**config.mk**
```make
export PLATFORM = sky130hd
export DESIGN_NAME = burst_col_seq
export DESIGN_NICKNAME = d
export VERILOG_FILES = /design/src/rtl/burst_seq_pkg.sv /design/src/rtl/bl_decode.sv /design/src/rtl/beat_counter.sv /design/src/rtl/col_order.sv /design/src/rtl/burst_col_seq.sv
export SDC_FILE = /design/constraint.sdc
export NUM_CORES = 1
export LEC_CHECK = 0
export ABC_AREA = 1
export CAP_MARGIN = 0
export CORE_ASPECT_RATIO = 0.75
export CORE_MARGIN = 2
export CORE_UTILIZATION = 50
export DETAILED_ROUTE_END_ITERATION = 6
export DONT_BUFFER_PORTS = 1
export PLACE_DENSITY = 0.66
export SLEW_MARGIN = 20
export SYNTH_ARGS = -nofsm -noshare
export SYNTH_HDL_FRONTEND = slang
export SYNTH_SLANG_ARGS = --single-unit
```
**constraint.sdc**
```tcl
create_clock -name clk -period 1.5 [get_ports clk]
set_input_delay 0.3 -clock clk [delete_from_list [all_inputs] [get_ports clk]]
set_output_delay 0.3 -clock clk [all_outputs]
set_load 0.01 [all_outputs]
```
**src/rtl/burst_seq_pkg.sv**
```systemverilog
// Package: shared encodings for the burst column address sequencer.
// Assumes bursts never exceed 8 beats, so a beat index fits in BEAT_W bits.
package burst_seq_pkg;
    localparam int BEAT_W = 3;

    typedef enum logic [1:0] {
        BLC_BAD = 2'b00,
        BLC_2   = 2'b01,
        BLC_4   = 2'b10,
        BLC_8   = 2'b11
    } bl_code_e;

    typedef enum logic {
        ORD_SEQ = 1'b0,
        ORD_XOR = 1'b1
    } order_e;
endpackage

```
**src/rtl/bl_decode.sv**
```systemverilog
// Module: bl_decode
// Converts a burst length code into a low-bit wrap mask (length - 1) and
// flags the unsupported code, which falls back to a 2-beat burst.
// Purely combinational; assumes the code is sampled by the caller.
module bl_decode
    import burst_seq_pkg::*;
#(
    parameter int MW = BEAT_W
) (
    input  bl_code_e        code,
    output logic [MW-1:0]   mask,
    output logic            bad
);
    // Map each code onto its wrap mask
    always_comb begin
        mask = '0;
        bad  = 1'b0;
        unique case (code)
            BLC_2:   mask = MW'(1);
            BLC_4:   mask = MW'(3);
            BLC_8:   mask = MW'(7);
            default: begin
                mask = MW'(1);
                bad  = 1'b1;
            end
        endcase
    end
endmodule

```
**src/rtl/beat_counter.sv**
```systemverilog
// Module: beat_counter
// Tracks whether a burst is running and which beat is current. A start is
// accepted when idle or on the final beat; otherwise it is dropped.
// Assumes mask_in is 2^k - 1 with k <= MW.
module beat_counter #(
    parameter int MW = 3
) (
    input  logic            clk,
    input  logic            rst_n,
    input  logic            start,
    input  logic [MW-1:0]   mask_in,
    output logic            take,
    output logic            active,
    output logic [MW-1:0]   cnt,
    output logic [MW-1:0]   mask_q,
    output logic            first,
    output logic            last
);
    // Decide acceptance of a new burst and flag the edge beats
    always_comb begin
        last  = active && (cnt == mask_q);
        first = active && (cnt == '0);
        take  = start && (!active || last);
    end

    // Advance the beat index, load on acceptance, stop after the last beat
    always_ff @(posedge clk) begin
        if (!rst_n) begin
            active <= 1'b0;
            cnt    <= '0;
            mask_q <= '0;
        end else if (take) begin
            active <= 1'b1;
            cnt    <= '0;
            mask_q <= mask_in;
        end else if (active) begin
            if (last) begin
                active <= 1'b0;
                cnt    <= '0;
            end else begin
                cnt <= cnt + 1'b1;
            end
        end
    end


    open_after_take_chk: assert property (@(posedge clk) disable iff (!rst_n)
        take |=> (active && first));


    idle_after_last_chk: assert property (@(posedge clk) disable iff (!rst_n)
        (last && !start) |=> !active);


    busy_start_drop_chk: assert property (@(posedge clk) disable iff (!rst_n)
        (active && !last && start) |=> (active && !first));


    back_to_back_chk: assert property (@(posedge clk) disable iff (!rst_n)
        (last && start) |=> (active && first));
endmodule

```
**src/rtl/col_order.sv**
```systemverilog
// Module: col_order
// Forms the column of the current beat: low bits inside the aligned block
// follow the sequential or XOR ordering, all other bits come from the base.
// Combinational; output is forced to zero when no burst is active.
module col_order
    import burst_seq_pkg::*;
#(
    parameter int COL_W = 10,
    parameter int MW    = BEAT_W
) (
    input  logic [COL_W-1:0] base,
    input  logic [MW-1:0]    cnt,
    input  logic [MW-1:0]    mask,
    input  order_e           order,
    input  logic             active,
    output logic [COL_W-1:0] col
);
    logic [MW-1:0] low;

    // Choose the within-block offset for this beat
    always_comb begin
        if (order == ORD_XOR) low = base[MW-1:0] ^ cnt;
        else                  low = base[MW-1:0] + cnt;
    end

    // Merge block offset and held upper bits, bit by bit
    for (genvar g = 0; g < COL_W; g++) begin : g_bit
        if (g < MW) begin : g_low
            assign col[g] = active & (mask[g] ? low[g] : base[g]);
        end else begin : g_high
            assign col[g] = active & base[g];
        end
    end
endmodule

```
**src/rtl/burst_col_seq.sv**
```systemverilog
// Module: burst_col_seq (top)
// Produces one column address per beat for a burst of 2, 4 or 8 beats in
// sequential or interleaved order, wrapping inside the aligned block.
// Assumes start_col and the mode inputs are valid while start is high.
module burst_col_seq
    import burst_seq_pkg::*;
#(
    parameter int COL_W = 10
) (
    input  logic             clk,
    input  logic             rst_n,
    input  logic             start,
    input  logic [COL_W-1:0] start_col,
    input  logic [1:0]       bl_code,
    input  logic             burst_type,
    output logic [COL_W-1:0] col_out,
    output logic             valid,
    output logic             first,
    output logic             last,
    output logic             bl_err
);
    localparam int MW = BEAT_W;

    logic [MW-1:0]    dec_mask;
    logic             dec_bad;
    logic             take;
    logic             active;
    logic [MW-1:0]    cnt;
    logic [MW-1:0]    mask_q;
    logic [COL_W-1:0] base_q;
    order_e           order_q;
    logic             bad_q;

    bl_decode #(.MW(MW)) dec_i (
        .code (bl_code_e'(bl_code)),
        .mask (dec_mask),
        .bad  (dec_bad)
    );

    beat_counter #(.MW(MW)) cnt_i (
        .clk     (clk),
        .rst_n   (rst_n),
        .start   (start),
        .mask_in (dec_mask),
        .take    (take),
        .active  (active),
        .cnt     (cnt),
        .mask_q  (mask_q),
        .first   (first),
        .last    (last)
    );

    // Hold base column, ordering and error flag for the whole burst
    always_ff @(posedge clk) begin
        if (!rst_n) begin
            base_q  <= '0;
            order_q <= ORD_SEQ;
            bad_q   <= 1'b0;
        end else if (take) begin
            base_q  <= start_col;
            order_q <= order_e'(burst_type);
            bad_q   <= dec_bad;
        end
    end

    col_order #(.COL_W(COL_W), .MW(MW)) ord_i (
        .base   (base_q),
        .cnt    (cnt),
        .mask   (mask_q),
        .order  (order_q),
        .active (active),
        .col    (col_out)
    );

    // Drive beat qualifiers
    always_comb begin
        valid  = active;
        bl_err = active & bad_q;
    end


    upper_hold_chk: assert property (@(posedge clk) disable iff (!rst_n)
        (valid && !last) |=> $stable(col_out[COL_W-1:MW]));


    err_hold_chk: assert property (@(posedge clk) disable iff (!rst_n)
        (valid && !last) |=> $stable(bl_err));


    open_col_chk: assert property (@(posedge clk) disable iff (!rst_n)
        take |=> (col_out == $past(start_col)));


    idle_zero_chk: assert property (@(posedge clk) disable iff (!rst_n)
        !valid |-> (col_out == '0 && !bl_err));
endmodule

```
; ---- Word level (Yosys, flattened, before mapping)
; Cells that the tools add are included.
[totals]
regBits = 19
ramBits = 0
in_bits = 16
romBits = 0
out_inout_bits = 14
elab_cells = 43
latch_bits = 0
mem_count = 0
[classes]
n_eq_ne = 4
n_div = 0
n_bitwise = 13
n_mul = 0
shifts = 0
n_mux = 10
reduce_logical = 8
n_lt_le_gt_ge = 0
add_sub_neg = 2
[ops]
columns = cell, n
row1 = 1-bit bitwise AND, 11
row2 = 1-bit two-way mux, 7
row3 = 3-bit two-way mux, 2
row4 = 3-bit one-hot mux with 2 select lines, 1
row5 = 2-bit equality test (second input constant), 2
row6 = 3-bit by 1-bit adder with 3-bit output (second input constant), 1
row7 = 3-bit adder, 1
row8 = 3-bit equality test, 1
row9 = 1-bit logical AND, 3
row10 = 3-bit zero test, 1
row11 = 3-bit OR reduction, 1
row12 = 3-bit bitwise XOR, 1
row13 = 2-bit by 1-bit equality test with 1-bit output (second input constant), 1
row14 = 2-bit OR reduction, 1
row15 = 1-bit zero test, 1
row16 = 1-bit logical OR, 1
row17 = 1-bit inverter, 1

; ---- Logic depth before layout (Yosys ltp)
; Gate-level depths: netlist of the first run.
[logic_depth]
ltp_word = 5
depth_mapped = 9
ltp_nobuf = 9

; ---- By module
; A second synthesis of the first run with hierarchy kept.
[unflattened]
hier_cells = 184
area_unflattened_um2 = 1132.3
[modules_own_cells]
columns = mod, cells_each, area_each_um2, seq_area_each_um2, n_inst
row1 = burst_col_seq, 77, 500.5, 240.2, 1
row2 = beat_counter, 63, 411.6, 140.1, 1
row3 = col_order, 38, 193.9, 0.0, 1
row4 = bl_decode, 6, 26.3, 0.0, 1

; ---- Least setup slack after synthesis of the first run
; No wires, ideal clock.
[synth_timing]
kind = register to output
start = register cnt_i.cnt[0]
end = output col_out[1]
arrival_time_ps = 1443
stages_incl_launch_ff = 7
setup_slack_ps = -243
cell_sequence = dfxtp_1 > ha_1 > inv_1 > fa_1 > nor2_1 > a211oi_1 > a211oi_1
[synth_between]
elab_chain_cells = 4
[synth_rtl]
columns = element, line_no
row1 = "start, declared", beat_counter.sv:14  ; output logic [MW-1:0] cnt,
row2 = "start signal, assigned", beat_counter.sv:41  ; cnt <= cnt + 1'b1;
row3 = 3-bit adder, col_order.sv:23  ; else low = base[MW-1:0] + cnt;
row4 = 3-bit two-way mux, col_order.sv:22  ; if (order == ORD_XOR) low = base[MW-1:0] ^ cnt;
row5 = 1-bit two-way mux, col_order.sv:29  ; assign col[g] = active & (mask[g] ? low[g] : base[g]);
row6 = 1-bit bitwise AND, col_order.sv:29
row7 = "end, declared", burst_col_seq.sv:16  ; output logic [COL_W-1:0] col_out,
; Every way passes these cells.

; ---- Worst setup path after layout of the first run
; Same ends and word-level chain as after synthesis.

==> run summary, run 1 <==
startpoint types: register
Die Ht: 45.76 um
CTS tree: built
# Max-Cap Violations: 0
Setup WS pre-CTS: -205.5 ps
layout cell share with drive strength beyond 1: 0.2486
register area share after synthesis: 0.3272
H-tree levels: 1
Static Leak: 0.6859 nW
synth unique cells: 25
Critical R2R Launch: cnt_i.cnt[0]$_SDFFE_PP0P_
RePlAce Congestion: 0.8428
failing checks: negative setup slack
CORE AREA: 2252 um^2
Tot GR Track Use: 0.1839
first-pass GRT wire length: 3.795 mm
PortBufs: 0
Num CTS Buffers: 3
actual slew at the worst max-slew pin: 254.6 ps
area grow syn2layout: 13.13%
Design Area, Final: 1315 um^2
CTS hold repair buffers: 0
Die Area: 2730 um^2
Synthesis Warnings: 0
critical path endpoint category: primary output
Post-DP HPWL: 1.714 mm
Post-Syn Area per Cell: 6.604 um^2
Worst Skew: 5.738 ps
# diodes: 0
R2R Setup Slk: 110 ps
Max Clock Freq: 510.0 MHz
Clock Latency Late Sink: 300 ps
kind of critical path: register to primary output
vias in the first global route: 911
max-slew violation count: 0
DR WL/cell: 11.29 um
DR iter-0 viols: 77
Min-Delay Startpoint: rst_n
CTS clk-pin slew, worst paths: 110 ps
DRT Wirelength: 2.325 mm
final worst slack: -460.7 ps
WP data required: 1200 ps
post-synthesis cell area: 1162 um^2
crit path max fanout: 2
IO Count: 30
via density per instance: 4.956
Cell Area, Placed: 1231 um^2
Die X: 59.68 um
DRC: 0
Hold WC Path Type: primary input to register
pwr dens: 850.4 nW/um^2
Via Count: 1021
Num Clock Sinks: 19
total iterations of the first detailed-routing run: 4
Mapped Nets: 197
final net count: 203
VDD IR max: 452.9 uV
largest net degree at the start of global routing: 31
maximum clock path buffer count: 2
endpoints failing setup: 4
post-synthesis register bit count: 19
Period minus WS final: 1961 ps
Remaining Overflow, GRT: 0
Slew headroom: 0.8300
critical path launch point: cnt_i.cnt[0]$_SDFFE_PP0P_
Initial Util: 0.5161
initial antenna violation count: 0
clk root buf: clkbuf_4
arrival time at the worst endpoint: 1660 ps
status: finished, violations left
Routed Antenna Nets: 0
Syn Inst Count: 176
final hold violations: 0
RSZ-0062 raised after global routing: yes
Final Cycle Share: 1.307
Rows: 15
-- flip-flops by register name, summed over array words and instances, names as in the netlist --
register	count
cnt_i.cnt	3
base_q	10
bad_q	1
order_q	1
cnt_i.mask_q	3
cnt_i.active	1
-- layout make-up --
| type | count | area, um^2 |
|---|---|---|
| clock buffer | 3 | 22.52 |
| clock inverter | 1 | 5.005 |
| fill | 241 | 937.1 |
| inverter | 35 | 131.4 |
| multi-input combinational | 112 | 658.1 |
| sequential | 19 | 384.1 |
| tap | 25 | 31.28 |
| timing repair buffer | 11 | 82.58 |
-- repair_timing --
item                       in CTS  in global routing
gates resized for setup        11                  4
cloned                          0                  0
pin swaps                      10                  6
setup endpoints to repair      21                 17
buffers inserted                2                  0
-- Yosys cell counts, drive strengths merged --
cell	instances	area share
ha	4	0.043
fa	1	0.017
xnor2	1	0.0075
or2	1	0.0054
xor2	1	0.0075
dfxtp	19	0.33
nand4	1	0.0054
inv	35	0.11
nand2	41	0.16
a211oi	2	0.013
nand3	17	0.078
o21ai	2	0.0086
a21oi	17	0.076
clkbuf	1	0.0043
buf	9	0.056
nor2	24	0.082
-- worst max-delay path, cell delays in order, from the launching register on --
cell and delay (ps):
dfxtp_2 350, ha_4 150, inv_2 40, fa_2 430, nor2_2 100, a211oi_2 50, a211oi_2 230
-- cells in the final DEF (no fill, tap or decap), types with 2 or more instances in the layout --
master / Yosys / final
nor2_1: 22 / 17
a21oi_2: 1 / 2
dfxtp_2: 0 / 3
nand2_1: 36 / 36
a21oi_1: 16 / 15
inv_2: 1 / 5
nor2_2: 2 / 6
nand2_4: 3 / 2
buf_4: 1 / 11
ha_1: 4 / 3
clkbuf_4: 0 / 3
dfxtp_1: 19 / 16
nand2_2: 2 / 2
inv_1: 34 / 30
nand3_1: 16 / 16
a211oi_2: 0 / 2
-- metal layers --
| layer | part of all wire | track usage |
|---|---|---|
| met1 | 0.49 | 0.2370 |
| met2 | 0.45 | 0.3022 |
| met3 | 0.048 | 0.05682 |
| met4 | 0.0073 | 0.04444 |
| met5 | 0 | 0 |
-- power breakdown --
part           total [mW]  switching [mW]  internal [mW]
clock               0.261           0.161         0.0994
combinational       0.276           0.160          0.117
sequential          0.581          0.0331          0.548
-- metrics by stage --
step	power, mW	setup TNS, ps	hold slack, ps	std cells	utilization
after detailed placement	0.8415	-385.3	427.6	201	0.5467
after floorplan	0.8123	-249.4	451.4	176	-
after global placement	0.8304	-292.1	425.9	201	0.5467
after CTS	1.134	-1203	91.75	207	0.5856
final	1.118	-939.9	102.1	206	0.5839
after global routing	1.185	-1235	86.77	206	0.5839
-- worst paths after layout --
path / cells after the start / to
setup / recovery: 6 / col_out[1]
hold / removal: 2 / base_q[0]$_SDFFE_PN0P_
setup reg to reg: 7 / cnt_i.mask_q[1]$_SDFFE_PN0P_
hold reg to reg: 2 / base_q[5]$_SDFFE_PN0P_
-- logic make-up (layout without fill, tap and decap cells) --
group / after synthesis / in the layout / synth area share
buffers and inverters: 45 / 50 / 0.1733
flip-flops: 19 / 19 / 0.3272
adder cells (fa/ha/maj): 5 / 5 / 0.06028
AO/OA/AOI/OAI: 21 / 21 / 0.09796
AND/OR/NAND/NOR: 84 / 84 / 0.3262
XOR/XNOR: 2 / 2 / 0.01507
No activity file was read; power rests on OpenSTA's default activity.
==> run 2: changes to the inputs <==
Settings changed: CTS_BUF_LIST from default to sky130_fd_sc_hd__clkbuf_16, CTS_CLUSTER_SIZE from default to 30.
==> run 2 against run 1 <==
  * The run still ends with negative setup slack left
  * Via count down 2.1%
  * Power up 24%
  * Wire length down 0.99%
  * Hold slack better by 66 ps
  * Sequential share of layout area down 0.73 points
  * Critical path depth unchanged
  * Final cell count down 0.49%
  * Combinational power down 5%
  * Critical endpoint unchanged
  * Largest power group unchanged
==> run summary, run 2 (same netlist as run 1, synthesis figures left out) <==
Routed Antenna Nets: 0
status: finished, violations left
Max Clock Freq: 529.2 MHz
clock network fraction of design power: 0.390
DRT Wirelength: 2.302 mm
DR iter-0 viols: 79
CORE AREA: 2252 um^2
commonest non-fill, non-tap cell in the layout: nand2_1
startpoint types: register
Die Ht: 45.76 um
Num Clock Sinks: 19
Worst Skew: 3.082 ps
vias in the first global route: 910
final net count: 202
pwr dens: 1025 nW/um^2
area grow syn2layout: 16.04%
CP cell instances: ha_4 -> inv_2 -> fa_2 -> nor2_2 -> a211oi_2 -> a211oi_2
RSZ-0062 raised after global routing: yes
uppermost layer routed: met4
Die Area: 2730 um^2
CP most frequent cell: a211oi_2
Slew headroom: 0.7841
CTS hold repair buffers: 0
Die X: 59.68 um
Hold EP: base_q[0]$_SDFFE_PN0P_
kind of critical path: register to primary output
net switching power: 0.3670 mW
RePlAce Congestion: 0.8428
hold depth: 2
Comb pwr share: 0.190
Seq pwr share: 0.420
VDD IR max: 893.9 uV
max incr delay on CP: 430 ps
metal3 WL: 83 um
WP data required: 1200 ps
Initial Util: 0.5161
CTS clk-pin slew, worst paths: 50 ps
Via Count: 1000
Remaining Overflow, GRT: 0
maximum clock path buffer count: 2
# Max-Cap Violations: 0
max-slew violation count: 0
critical path endpoint category: primary output
IO Count: 30
Final Cycle Share: 1.260
final worst slack: -389.8 ps
via density per instance: 4.878
# diodes: 0
layout cell share with drive strength beyond 1: 0.2389
Post-CTS Setup Bufs: 0
Period minus WS final: 1890 ps
R2R Setup Slk: 90 ps
DR WL/cell: 11.23 um
Post-DP HPWL: 1.714 mm
crit path max fanout: 2
Num CTS Buffers: 3
initial antenna violation count: 0
met1 wire length: 1.160 mm
Largest regs: base_q: 10 flops, cnt_i.cnt: 3 flops, cnt_i.mask_q: 3 flops
largest net degree at the start of global routing: 31
# fillers: 240
setup TNS: -758.7 ps
Switching Share: 0.2654
Pint: 1.016 mW
PortBufs: 0
endpoints failing setup: 2
Reg with most FFs: base_q
Hold WC Path Type: primary input to register
Tot GR Track Use: 0.1863
reg2reg path depth: 7
Final Total Pwr: 1.383 mW
Setup WS pre-CTS: -205.5 ps
RR Endpoint: order_q$_SDFFE_PN0P_
first-pass GRT wire length: 3.795 mm
H-tree levels: 1
Rows: 15
max FFs per register: 10
Critical Path Slowest Stage Cell: fa_2
DRC: 0
final hold violations: 0
CTS tree: built
failing checks: negative setup slack
clk root buf: clkbuf_16
most frequent cells in the layout: nand2_1 (36), inv_1 (30), nor2_1 (18)
WL met2: 1.034 mm
Static Leak: 0.7094 nW
arrival time at the worst endpoint: 1590 ps
actual slew at the worst max-slew pin: 323.5 ps
Clock Latency Late Sink: 250 ps
Min-Delay Startpoint: rst_n
total iterations of the first detailed-routing run: 4
Critical R2R Launch: cnt_i.cnt[0]$_SDFFE_PP0P_
[run 2: worst max-delay path: cells and delay by family (launching register included)]
family                   cells  cell delay, ps
adder cells (fa/ha/maj)      2             580
flip-flops                   1             330
AO/OA/AOI/OAI                2             280
AND/OR/NAND/NOR              1             110
buffers and inverters        1              50
[run 2: how the worst max path moves through the flow]
stage	start	end	slack, ps
2_1_floorplan	cnt_i.cnt[0]$_SDFFE_PP0P_	col_out[2]	-130
3_3_place_gp	base_q[0]$_SDFFE_PN0P_	col_out[2]	-160
3_5_place_dp	base_q[0]$_SDFFE_PN0P_	col_out[2]	-210
4_1_cts	cnt_i.cnt[0]$_SDFFE_PP0P_	col_out[2]	-410
5_1_grt	cnt_i.cnt[0]$_SDFFE_PP0P_	col_out[2]	-460
6_report	cnt_i.cnt[0]$_SDFFE_PP0P_	col_out[1]	-390
[run 2: area by class of cell]
type | count | area, um^2 | share of cell area
Tap cell | 25 | 31.28 | 0.02319
Timing Repair Buffer | 10 | 75.07 | 0.05566
Inverter | 35 | 131.4 | 0.09740
Clock buffer | 3 | 75.07 | 0.05566
Multi-Input combinational cell | 112 | 646.9 | 0.4796
Sequential cell | 19 | 384.1 | 0.2848
Clock inverter | 1 | 5.005 | 0.003711
[run 2: power groups by stage]
stage,clock [mW],combinational [mW],sequential [mW]
6_report,0.539,0.263,0.581
5_1_grt,0.571,0.301,0.586
4_1_cts,0.555,0.258,0.580
3_5_place_dp,0,0.252,0.589
3_3_place_gp,0,0.243,0.587
2_1_floorplan,0,0.229,0.583
[run 2: through the flow]
step                  util  hold WS (ps)  instances  cell area, um^2
finish              0.5989         168.0        205             1349
global route        0.5989         162.1        205             1349
CTS                 0.5906         164.2        205             1330
detailed placement  0.5467         427.6        201             1231
global placement    0.5467         425.9        201             1231
floorplan                -         451.4        176             1195
[run 2: metal layers]
metal  vias up  global-route usage
met5         -                   0
met2        20              0.2891
li1        538                   -
met1       440              0.2439
met3         2             0.06534
met4         0             0.05778
[run 2: repair_timing]
action / 4_1_cts / 5_1_grt
pin swaps: 6 / 4
gates resized for setup: 4 / 7
endpoints found under the setup margin: 19 / 21
